`src/rtl/lrs_pkg.sv`:
```
package lrs_pkg;
  localparam int CFG_W    = 16;
  localparam int REG_ID_W = 3;
  localparam int OP_COUNT = 7;
  localparam int OP_W     = $clog2(OP_COUNT);

  typedef struct packed {
    logic [REG_ID_W-1:0] reg_id;
    logic [CFG_W-1:0]    clr;
    logic [CFG_W-1:0]    set;
  } rmw_op_t;

  // Ordered update list: rotator reset pulse, then setting restores.
  function automatic rmw_op_t op_entry(input logic [OP_W-1:0] idx);
    rmw_op_t e;
    case (idx)
      3'd0:    e = '{reg_id: 3'd0, clr: 16'h1000, set: 16'h1000};
      3'd1:    e = '{reg_id: 3'd0, clr: 16'h1000, set: 16'h0000};
      3'd2:    e = '{reg_id: 3'd1, clr: 16'h000F, set: 16'h0008};
      3'd3:    e = '{reg_id: 3'd2, clr: 16'h0700, set: 16'h0700};
      3'd4:    e = '{reg_id: 3'd3, clr: 16'h0001, set: 16'h0000};
      3'd5:    e = '{reg_id: 3'd4, clr: 16'h0080, set: 16'h0000};
      3'd6:    e = '{reg_id: 3'd5, clr: 16'h0020, set: 16'h0000};
      default: e = '0;
    endcase
    return e;
  endfunction

  typedef enum logic [2:0] {C_IDLE, C_DROP, C_WAIT, C_PULSE, C_WALK} ctrl_st_t;
  typedef enum logic [1:0] {W_IDLE, W_SCAN, W_WR} walk_st_t;
endpackage

```
`src/rtl/lrs_mask_map.sv`:
```
module lrs_mask_map #(
  parameter int LANE_W = 16
) (
  input  logic [LANE_W-1:0] int_mask_i,
  output logic              legal_o,
  output logic [LANE_W-1:0] hw_mask_o
);
  localparam int HALF = LANE_W / 2;
  localparam logic [LANE_W-1:0] LOW_HALF  = {{HALF{1'b0}}, {HALF{1'b1}}};
  localparam logic [LANE_W-1:0] HIGH_HALF = ~LOW_HALF;

  logic [LANE_W-1:0] rev_mask;

  // Reversed form, only used to guard the inversion shortcut.
  for (genvar g = 0; g < LANE_W; g++) begin : g_rev
    assign rev_mask[g] = int_mask_i[LANE_W-1-g];
  end

  assign legal_o   = (int_mask_i == LOW_HALF) || (int_mask_i == HIGH_HALF);
  assign hw_mask_o = ~int_mask_i;

  always_comb begin
    if (legal_o) begin
      AST_INV_EQ_REV: assert (hw_mask_o == rev_mask);
    end
  end
endmodule

```
`src/rtl/lrs_ctrl.sv`:
```
module lrs_ctrl import lrs_pkg::*; #(
  parameter int LANE_W = 16
) (
  input  logic              clk,
  input  logic              rst_n,
  input  logic              start_i,
  input  logic [LANE_W-1:0] int_mask_i,
  input  logic              legal_i,
  input  logic [LANE_W-1:0] hw_mask_i,
  input  logic [LANE_W-1:0] lane_busy_i,
  input  logic              walk_fin_i,
  output logic [LANE_W-1:0] int_mask_q_o,
  output logic [LANE_W-1:0] run_vec_o,
  output logic [LANE_W-1:0] rx_iorst_o,
  output logic [LANE_W-1:0] tx_iorst_o,
  output logic              walk_go_o,
  output logic              busy_o,
  output logic              done_o,
  output logic              err_o
);
  ctrl_st_t          st_q, st_d;
  logic [LANE_W-1:0] hw_q, int_q, run_q, rx_q, tx_q;
  logic              done_q, err_q;
  logic              accept, reject, drop_en, pulse_set, pulse_clr, done_set;
  logic              sel_busy;

  assign sel_busy = |(lane_busy_i & hw_q);

  always_comb begin
    st_d      = st_q;
    accept    = 1'b0;
    reject    = 1'b0;
    drop_en   = 1'b0;
    pulse_set = 1'b0;
    pulse_clr = 1'b0;
    walk_go_o = 1'b0;
    done_set  = 1'b0;
    case (st_q)
      C_IDLE: begin
        if (start_i) begin
          if (legal_i) begin
            accept = 1'b1;
            st_d   = C_DROP;
          end else begin
            reject = 1'b1;
          end
        end
      end
      C_DROP: begin
        drop_en = 1'b1;
        st_d    = C_WAIT;
      end
      C_WAIT: begin
        if (!sel_busy) begin
          pulse_set = 1'b1;
          st_d      = C_PULSE;
        end
      end
      C_PULSE: begin
        pulse_clr = 1'b1;
        walk_go_o = 1'b1;
        st_d      = C_WALK;
      end
      C_WALK: begin
        if (walk_fin_i) begin
          done_set = 1'b1;
          st_d     = C_IDLE;
        end
      end
      default: st_d = C_IDLE;
    endcase
  end

  always_ff @(posedge clk or negedge rst_n) begin
    if (!rst_n) st_q <= C_IDLE;
    else        st_q <= st_d;
  end

  always_ff @(posedge clk or negedge rst_n) begin
    if (!rst_n) begin
      hw_q  <= '0;
      int_q <= '0;
    end else if (accept) begin
      hw_q  <= hw_mask_i;
      int_q <= int_mask_i;
    end
  end

  always_ff @(posedge clk or negedge rst_n) begin
    if (!rst_n)       run_q <= '1;
    else if (drop_en) run_q <= run_q & ~hw_q;
  end

  always_ff @(posedge clk or negedge rst_n) begin
    if (!rst_n) begin
      rx_q <= '0;
      tx_q <= '0;
    end else if (pulse_set) begin
      rx_q <= rx_q | hw_q;
      tx_q <= tx_q | hw_q;
    end else if (pulse_clr) begin
      rx_q <= rx_q & ~hw_q;
      tx_q <= tx_q & ~hw_q;
    end
  end

  always_ff @(posedge clk or negedge rst_n) begin
    if (!rst_n)                done_q <= 1'b0;
    else if (accept || reject) done_q <= 1'b0;
    else if (done_set)         done_q <= 1'b1;
  end

  always_ff @(posedge clk or negedge rst_n) begin
    if (!rst_n)      err_q <= 1'b0;
    else if (accept) err_q <= 1'b0;
    else if (reject) err_q <= 1'b1;
  end

  assign int_mask_q_o = int_q;
  assign run_vec_o    = run_q;
  assign rx_iorst_o   = rx_q;
  assign tx_iorst_o   = tx_q;
  assign busy_o       = (st_q != C_IDLE);
  assign done_o       = done_q;
  assign err_o        = err_q;

  AST_RUN_LOW_DURING_PULSE: assert property (@(posedge clk) disable iff (!rst_n)
    (|rx_q) |-> ((run_q & hw_q) == '0));
  AST_PULSE_AFTER_IDLE_LANES: assert property (@(posedge clk) disable iff (!rst_n)
    $rose(|rx_q) |-> $past((lane_busy_i & hw_q) == '0));
  AST_PULSE_ONE_CYCLE: assert property (@(posedge clk) disable iff (!rst_n)
    (|rx_q) |=> !(|rx_q));
endmodule

```
`src/rtl/lrs_rmw_walker.sv`:
```
module lrs_rmw_walker import lrs_pkg::*; #(
  parameter int LANE_W    = 16,
  parameter int NUM_SLOTS = 24,
  parameter int SLOT_W    = $clog2(NUM_SLOTS)
) (
  input  logic                clk,
  input  logic                rst_n,
  input  logic                go_i,
  input  logic [LANE_W-1:0]   lane_mask_i,
  output logic                fin_o,
  output logic                cfg_rd_o,
  output logic                cfg_wr_o,
  output logic [SLOT_W-1:0]   cfg_lane_o,
  output logic [REG_ID_W-1:0] cfg_reg_o,
  output logic [CFG_W-1:0]    cfg_wdata_o,
  input  logic [CFG_W-1:0]    cfg_rdata_i
);
  localparam logic [SLOT_W-1:0] LAST_SLOT = SLOT_W'(NUM_SLOTS - 1);
  localparam logic [OP_W-1:0]   LAST_OP   = OP_W'(OP_COUNT - 1);

  walk_st_t             st_q, st_d;
  logic [OP_W-1:0]      op_q, op_d;
  logic [SLOT_W-1:0]    slot_q, slot_d;
  logic [NUM_SLOTS-1:0] mask_q;
  logic                 sel, step;
  rmw_op_t              cur;

  assign cur = op_entry(op_q);
  assign sel = mask_q[slot_q];

  always_comb begin
    st_d   = st_q;
    op_d   = op_q;
    slot_d = slot_q;
    fin_o  = 1'b0;
    step   = 1'b0;
    case (st_q)
      W_IDLE: begin
        if (go_i) begin
          st_d   = W_SCAN;
          op_d   = '0;
          slot_d = '0;
        end
      end
      W_SCAN: begin
        if (sel) st_d = W_WR;
        else     step = 1'b1;
      end
      W_WR:    step = 1'b1;
      default: st_d = W_IDLE;
    endcase
    if (step) begin
      st_d = W_SCAN;
      if (slot_q == LAST_SLOT) begin
        slot_d = '0;
        if (op_q == LAST_OP) begin
          st_d  = W_IDLE;
          fin_o = 1'b1;
        end else begin
          op_d = op_q + 1'b1;
        end
      end else begin
        slot_d = slot_q + 1'b1;
      end
    end
  end

  always_ff @(posedge clk or negedge rst_n) begin
    if (!rst_n) begin
      st_q   <= W_IDLE;
      op_q   <= '0;
      slot_q <= '0;
    end else begin
      st_q   <= st_d;
      op_q   <= op_d;
      slot_q <= slot_d;
    end
  end

  always_ff @(posedge clk or negedge rst_n) begin
    if (!rst_n)                      mask_q <= '0;
    else if (go_i && st_q == W_IDLE) mask_q <= NUM_SLOTS'(lane_mask_i);
  end

  assign cfg_rd_o    = (st_q == W_SCAN) && sel;
  assign cfg_wr_o    = (st_q == W_WR);
  assign cfg_lane_o  = slot_q;
  assign cfg_reg_o   = cur.reg_id;
  assign cfg_wdata_o = (cfg_rdata_i & ~cur.clr) | cur.set;

  AST_WR_FOLLOWS_RD: assert property (@(posedge clk) disable iff (!rst_n)
    cfg_wr_o |-> ($past(cfg_rd_o) && $stable(cfg_lane_o) && $stable(cfg_reg_o)));
  AST_QUIET_AFTER_FIN: assert property (@(posedge clk) disable iff (!rst_n)
    fin_o |=> (!cfg_rd_o && !cfg_wr_o));
endmodule

```
`src/rtl/lane_reset_seq.sv`:
```
module lane_reset_seq import lrs_pkg::*; #(
  parameter int LANE_W    = 16,
  parameter int NUM_SLOTS = 24,
  localparam int SLOT_W   = $clog2(NUM_SLOTS)
) (
  input  logic                clk,
  input  logic                rst_n,
  input  logic                start_i,
  input  logic [LANE_W-1:0]   lane_mask_i,
  input  logic [LANE_W-1:0]   lane_busy_i,
  output logic [LANE_W-1:0]   run_vec_o,
  output logic [LANE_W-1:0]   rx_iorst_o,
  output logic [LANE_W-1:0]   tx_iorst_o,
  output logic                cfg_rd_o,
  output logic                cfg_wr_o,
  output logic [SLOT_W-1:0]   cfg_lane_o,
  output logic [REG_ID_W-1:0] cfg_reg_o,
  output logic [CFG_W-1:0]    cfg_wdata_o,
  input  logic [CFG_W-1:0]    cfg_rdata_i,
  output logic                busy_o,
  output logic                done_o,
  output logic                err_o
);
  logic              legal, walk_go, walk_fin;
  logic [LANE_W-1:0] hw_mask, int_mask_q;

  lrs_mask_map #(.LANE_W(LANE_W)) u_map (
    .int_mask_i (lane_mask_i),
    .legal_o    (legal),
    .hw_mask_o  (hw_mask)
  );

  lrs_ctrl #(.LANE_W(LANE_W)) u_ctrl (
    .clk          (clk),
    .rst_n        (rst_n),
    .start_i      (start_i),
    .int_mask_i   (lane_mask_i),
    .legal_i      (legal),
    .hw_mask_i    (hw_mask),
    .lane_busy_i  (lane_busy_i),
    .walk_fin_i   (walk_fin),
    .int_mask_q_o (int_mask_q),
    .run_vec_o    (run_vec_o),
    .rx_iorst_o   (rx_iorst_o),
    .tx_iorst_o   (tx_iorst_o),
    .walk_go_o    (walk_go),
    .busy_o       (busy_o),
    .done_o       (done_o),
    .err_o        (err_o)
  );

  lrs_rmw_walker #(.LANE_W(LANE_W), .NUM_SLOTS(NUM_SLOTS), .SLOT_W(SLOT_W)) u_walk (
    .clk         (clk),
    .rst_n       (rst_n),
    .go_i        (walk_go),
    .lane_mask_i (int_mask_q),
    .fin_o       (walk_fin),
    .cfg_rd_o    (cfg_rd_o),
    .cfg_wr_o    (cfg_wr_o),
    .cfg_lane_o  (cfg_lane_o),
    .cfg_reg_o   (cfg_reg_o),
    .cfg_wdata_o (cfg_wdata_o),
    .cfg_rdata_i (cfg_rdata_i)
  );

  AST_ERR_MEANS_IDLE: assert property (@(posedge clk) disable iff (!rst_n)
    err_o |-> !busy_o);
  AST_DONE_MEANS_QUIET: assert property (@(posedge clk) disable iff (!rst_n)
    done_o |-> (!busy_o && !cfg_rd_o && !cfg_wr_o));
  AST_ACCESS_WHILE_BUSY: assert property (@(posedge clk) disable iff (!rst_n)
    (cfg_rd_o || cfg_wr_o) |-> busy_o);
endmodule

```
`config.mk`:
```
export PLATFORM = sky130hd
export DESIGN_NAME = lane_reset_seq
export DESIGN_NICKNAME = d
export VERILOG_FILES = /design/src/rtl/lrs_pkg.sv /design/src/rtl/lrs_mask_map.sv /design/src/rtl/lrs_ctrl.sv /design/src/rtl/lrs_rmw_walker.sv /design/src/rtl/lane_reset_seq.sv
export SDC_FILE = /design/constraint.sdc
export NUM_CORES = 1
export LEC_CHECK = 0
export CAP_MARGIN = 25
export CORE_MARGIN = 2
export CORE_UTILIZATION = 47
export DETAILED_ROUTE_END_ITERATION = 6
export GPL_TIMING_DRIVEN = 0
export PLACE_DENSITY_LB_ADDON = 0.08
export SYNTH_ARGS = -nofsm -noshare
export SYNTH_HDL_FRONTEND = slang
export SYNTH_SLANG_ARGS = --single-unit
```
`constraint.sdc`:
```
create_clock -name clk -period 3.1 [get_ports clk]
set_input_delay 0.465 -clock clk [delete_from_list [all_inputs] [get_ports clk]]
set_output_delay 0.465 -clock clk [all_outputs]
set_load 0.005 [all_outputs]
```
Word level (Yosys, flattened, before mapping)
Index checks and enable logic that the tools add are counted.
{"block": "word_totals", "in_bits": 51, "regBits": 111, "elab_cells": 113, "out_inout_bits": 77}
{"block": "op_classes", "eq_ne": 22, "add_sub_neg": 2, "reduce_logical": 17, "n_mux": 48, "n_bitwise": 11, "order_cmp": 1}
{"op": "35-bit one-hot mux with 7 select lines", "count": 1}
{"op": "16-bit AND", "count": 5}
{"op": "16-bit 2-to-1 mux", "count": 4}
{"op": "16-bit NOT", "count": 3}
{"op": "16-bit bitwise OR", "count": 3}
{"op": "3-bit 2-to-1 mux", "count": 9}
{"op": "1-bit 2-to-1 mux", "count": 22}
{"op": "5-bit 2-to-1 mux", "count": 4}
{"op": "16-bit == test (second input constant)", "count": 1}
{"op": "16-bit by 8-bit == test with 1-bit output (second input constant)", "count": 1}
{"op": "16-bit OR reduction", "count": 1}
{"op": "3-bit one-hot mux with 5 select lines", "count": 1}
{"op": "3-bit by 2-bit == test with 1-bit output (second input constant)", "count": 4}
{"op": "3-bit == test (second input constant)", "count": 4}
{"op": "2-bit nonzero test", "count": 5}
{"op": "2-bit 2-to-1 mux", "count": 4}
{"op": "3-bit by 1-bit == test with 1-bit output (second input constant)", "count": 2}
{"op": "3-bit logical NOT", "count": 2}
{"op": "5-bit by 6-bit less-than comparator with 1-bit output (second input constant)", "count": 1}
{"op": "2-bit != test (second input constant)", "count": 3}
{"op": "3-bit by 1-bit != test with 1-bit output (second input constant)", "count": 2}
{"op": "2-bit one-hot mux with 3 select lines", "count": 1}
{"op": "5-bit by 1-bit adder with 5-bit output (second input constant)", "count": 1}
{"op": "1-bit binary-select mux with 5-bit select", "count": 1}
{"op": "other kinds (13)", "count": 16}

Logic depth before layout (Yosys ltp)
{"block": "depth", "word_depth": 9, "mapped_depth": 8, "ltp_nobuf": 7}

Hierarchy
A second synthesis with hierarchy kept.
{"block": "unflattened", "cells_unflattened": 411, "hier_area_um2": 4753.3}
{"module": "lrs_ctrl", "seq_area_each_um2": 1746.7, "area_each_um2": 2926.6, "cells_per_inst": 234, "n_inst": 1}
{"module": "lrs_rmw_walker", "seq_area_each_um2": 650.6, "area_each_um2": 1677.9, "cells_per_inst": 150, "n_inst": 1}
{"module": "lrs_mask_map", "seq_area_each_um2": 0.0, "area_each_um2": 148.9, "cells_per_inst": 27, "n_inst": 1}

Worst setup path after synthesis
Ideal clock, no wire load.
{"block": "synth_timing", "kind": "reg2reg", "startpoint": "register u_walk.slot_q[0], in the netlist u_walk.cfg_lane_o[0]", "endpoint": "register u_walk.op_q[2]", "path_buffers": 1, "setup_slack_ps": 830, "setup_time_ps": 122, "period_less_slack_ps": 2270, "stages_incl_launch_ff": 8, "required_time_ps": 2978, "t_arrival_ps": 2148, "cell_sequence": "dfrtp_1 > buf_6 > mux4_2 > or2_1 > a41oi_2 > o211ai_2 > or3_1 > a32o_1"}
{"block": "synth_via", "elab_chain_len": 5, "elab_cells_between_ends": 7, "classes_between": "eq/ne (1); mux (6)"}
{"element": "start: declaration", "line": "lrs_rmw_walker.sv:23", "source": "logic [SLOT_W-1:0] slot_q, slot_d;"}
{"element": "start signal: assignment", "line": "lrs_rmw_walker.sv:76", "source": "slot_q <= slot_d;"}
{"element": "1-bit binary-select mux with 5-bit select", "line": "lrs_rmw_walker.sv:29", "source": "assign sel = mask_q[slot_q];"}
{"element": "1-bit 2-to-1 mux (not written as such)", "line": "lrs_rmw_walker.sv:29"}
{"element": "1-bit 2-to-1 mux", "line": "lrs_rmw_walker.sv:46", "source": "if (sel) st_d = W_WR;"}
{"element": "1-bit one-hot mux with 2 select lines", "line": "lrs_rmw_walker.sv:37", "source": "case (st_q)"}
{"element": "3-bit 2-to-1 mux *", "line": "lrs_rmw_walker.sv:52", "source": "if (step) begin"}
{"element": "named net u_walk.op_d[2]", "line": "lrs_rmw_walker.sv:22", "source": "logic [OP_W-1:0] op_q, op_d;"}
{"element": "end signal: assignment", "line": "lrs_rmw_walker.sv:75", "source": "op_q <= op_d;"}
{"element": "end: declaration", "line": "lrs_rmw_walker.sv:22"}
Mark *: on every way through the listed nets, which the timed path passes. The rest lies on a longest branch. The select of a mux whose other input is x is not followed.
A chain may end at the register's enable or synchronous reset.

Worst setup path after layout
{"block": "layout_timing", "startpoint": "register u_walk.slot_q[2], in the netlist u_walk.cfg_lane_o[2]", "endpoint": "output port cfg_rd_o"}
{"block": "layout_via", "elab_chain_len": 3}
{"element": "1-bit binary-select mux with 5-bit select", "line": "lrs_rmw_walker.sv:29"}
{"element": "1-bit 2-to-1 mux (not written as such)", "line": "lrs_rmw_walker.sv:29"}
{"element": "1-bit logical AND", "line": "lrs_rmw_walker.sv:85", "source": "assign cfg_rd_o = (st_q == W_SCAN) && sel;"}
{"element": "end: declaration", "line": "lane_reset_seq.sv:14", "source": "output logic cfg_rd_o,"}
No other way between the ends. The select of a mux whose other input is x is not followed.

==> flow_metrics.py <==
metrics = {
    "timing": {
        "setup_tns_ps": 0,
        "rsz0062_at_grt": "false",
        "hold_violations": 0,
        "setup_viol_count_final": 0,
        "period_share_pct": 93.4,
        "slew-limit-headroom_pct": 45.0,
        "drv_slew": 0,
        "period_minus_slack_ps": 2900,
        "tightest_slew_ps": 823,
        "setup_slack_ps": 204,
        "fmax_mhz": 345,
        "fin_worst_skew_ps": 16.8,
    },
    "grt": {
        "grt_overflow": 0,
        "grt_pass1_vias": 3198,
        "grt_util_all_layers_pct": 20.1,
        "grt_max_degree": 71,
        "use_met2_pct": 31.6,
        "grt_antenna_before_repair": 0,
        "met1_usage_pct": 28.3,
        "grt_pass1_wl_mm": 15.8,
        "grt-busiest-layer": "met2",
        "met3_usage_pct": 3.95,
    },
    "cts": {
        "cts_resized": 0,
        "cts_tree": "built",
        "htreeDepth": 3,
        "cts_root_buf": "clkbuf_8",
        "cts_setup_buffers": 0,
        "cts_num_sinks": 95,
        "clk_pin_slew_ps": 100,
        "clk-insertion-delay-late_ps": 360,
        "cts_buffer_depth": 2,
        "postCtsHoldBufs": 0,
        "cts_buffers": 9,
    },
    "power_and_ir_drop": {
        "ir_drop_mv": 0.235,
        "intPower_mw": 1.65,
        "power_mw": 2.15,
        "power_frac_comb_pct": 6.0,
        "seq_power_share_pct": 57.6,
        "powerDensity_mw_per_mm2": 362,
        "p_sw_share_pct": 23.5,
        "switchingPower_mw": 0.506,
        "p_leak_nw": 2.76,
        "p_clk_share_pct": 36.3,
    },
    "logic_synthesis": {
        "yosysTopAreaCell": "dfrtp_1",
        "synth_commonest_cells": "79 x dfrtp_1, 31 x nand2_1, 27 x inv_1, 22 x buf_4, 21 x a21oi_1",
        "syn_avg_cell_area_um2": 11.4,
        "ys.warnings.count": 0,
        "syn_inst": 385,
        "synthesis.area_mm2": 0.00439,
        "synth_top_cell_area_share_pct": 45.0,
        "yosys_most_used_dff": "dfrtp_1",
        "yosysUniqueCellTypes": 50,
        "synthArstFlopShare_pct": 100,
        "ys_seq_elements": 95,
        "ys_seq_area_share_pct": 54.6,
        "synth_nets": 445,
        "synth_edf_count": 0,
        "synth_area_leaders": "dfrtp_1 45%, dfstp_2 9.6%, mux2_2 4.6%, a22o_1 3.8%, buf_4 3.8%",
        "synth.most_common_cell": "dfrtp_1",
    },
    "cells_and_area": {
        "final_util_pct": 65.1,
        "area.growth.synth_to_final_pct": 35.6,
        "fin_cells": 634,
        "antennaDiodeCount": 0,
        "final_net_count": 578,
        "drive_gt1_share_pct": 17.6,
    },
    "die": {
        "std_cell_rows": 35,
        "start_util_pct": 48.0,
        "die_h_um": 101,
        "core_mm2": 0.00915,
        "pin_count": 128,
        "die_w_um": 101,
        "die-area_mm2": 0.0101,
    },
    "placement": {
        "place_ws_ps": 76.3,
        "gp_congestion": 0.801,
        "dpl.cell_count": 618,
        "place_hpwl_mm": 7.24,
        "io_buffers": 121,
    },
    "drt": {
        "wire_per_inst_um": 15.3,
        "drtIter0Drc": 167,
        "vias_per_cell": 5.29,
        "ant_nets": 0,
        "wl_mm": 9.71,
        "firstDrtPassIters": 4,
        "vias": 3354,
        "drc": 0,
    },
    "worst_setup_path": {
        "startpoint_type": "flop",
        "critPathLaunch": "u_walk.cfg_lane_o[2]",
        "r2r_setup_slack_ps": 480,
        "crit_chain": "clkbuf_1, mux4_2, o211ai_1, a21boi_0, clkdlybuf4s50_1",
        "cp.required_ps": 2630,
        "r2r-start": "u_ctrl.hw_q[11]",
        "path_delay_family": "buffers and inverters",
        "reg2reg_depth": 8,
        "cpPeakStageDelay_ps": 480,
        "worst-path-buf-inv": 2,
        "critical_path_arrival_ps": 2430,
        "crit_slowest_cell": "clkdlybuf4s50_1",
        "cp-end-kind": "primary output",
        "cp_max_fo": 10,
        "critPathKind": "flop to primary output",
    },
    "run_status": {
        "status": "complete, no violations",
    },
    "hold_path": {
        "hold_class": "primary input to asynchronous set/reset pin",
    },
    "run": {
        "maxCapViolCount": 0,
    },
}
per-stage QoR:
stage          cell area (um^2)  hold slack, ps
2_1_floorplan              4390             169
3_3_place_gp               5740             455
3_5_place_dp               5770             411
4_1_cts                    5960            13.5
5_1_grt                    5960            11.9
6_report                   5960            13.1
logic make-up after synthesis:
kind of cell    synth area share (%)
mux                             6.78
fa+ha+maj                       2.56
flops                           54.6
simple gates                    10.7
buf+inv                         8.12
xor+xnor                       0.199
compound gates                  17.1
worst max path at each step:
stage	end	slack [ps]	cells past startpoint
final	cfg_rd_o	200	5
after global routing	cfg_rd_o	60	5
after CTS	cfg_rd_o	170	5
after detailed placement	flop	80	9
after global placement	asynchronous set/reset pin	-1890	1
after floorplan	u_walk.op_q[2]	830	7
area by class of cell:
cell class | count | area, um^2
Fill cell | 717 | 3200
Sequential cell | 95 | 2400
Multi-Input combinational cell | 224 | 1640
Timing Repair Buffer | 122 | 1240
Buffer | 39 | 255
Tap cell | 111 | 139
Clock buffer | 10 | 138
Inverter | 27 | 101
Clock inverter | 6 | 50.0
metal layers:
metal / share of wire, % / vias to the layer above
li1: - / 1601
met1: 46 / 1655
met2: 48 / 91
met3: 5.0 / 7
met4: 1.0 / 0
met5: 0 / -
power by group through the flow:
| stage | Combinational, mW | Sequential [mW] | Clock (mW) |
|---|---|---|---|
| after global placement | 0.126 | 1.27 | 0 |
| after floorplan | 0.0222 | 1.27 | 0 |
| final | 0.130 | 1.24 | 0.783 |
| after detailed placement | 0.133 | 1.27 | 0 |
| after CTS | 0.133 | 1.24 | 0.793 |
| after global routing | 0.143 | 1.24 | 0.851 |
layout by cell type (no fill, tap or decap), drive strengths merged, types with 4 or more instances in the layout:
master	instances
dfstp	16
ha	9
nand2	31
nand3	9
o21ai	5
nor2	10
a21o	17
mux2	18
inv	30
clkbuf	20
buf	31
a22oi	5
dfrtp	79
nand2b	9
nand4	4
nor3	4
a22o	19
a21oi	21
mux2i	5
a21boi	18
clkdlybuf4s50	120
worst register-to-register path, cell delays in order (launching register included):
cell and delay (ps):
dfrtp_1 450, a22o_1 230, a221oi_1 250, nand3_1 190
nor2_1 200, and3_1 170, clkbuf_1 300, clkbuf_1 520
a22o_1 260
Note: power is estimated with default switching activity, not from simulation.
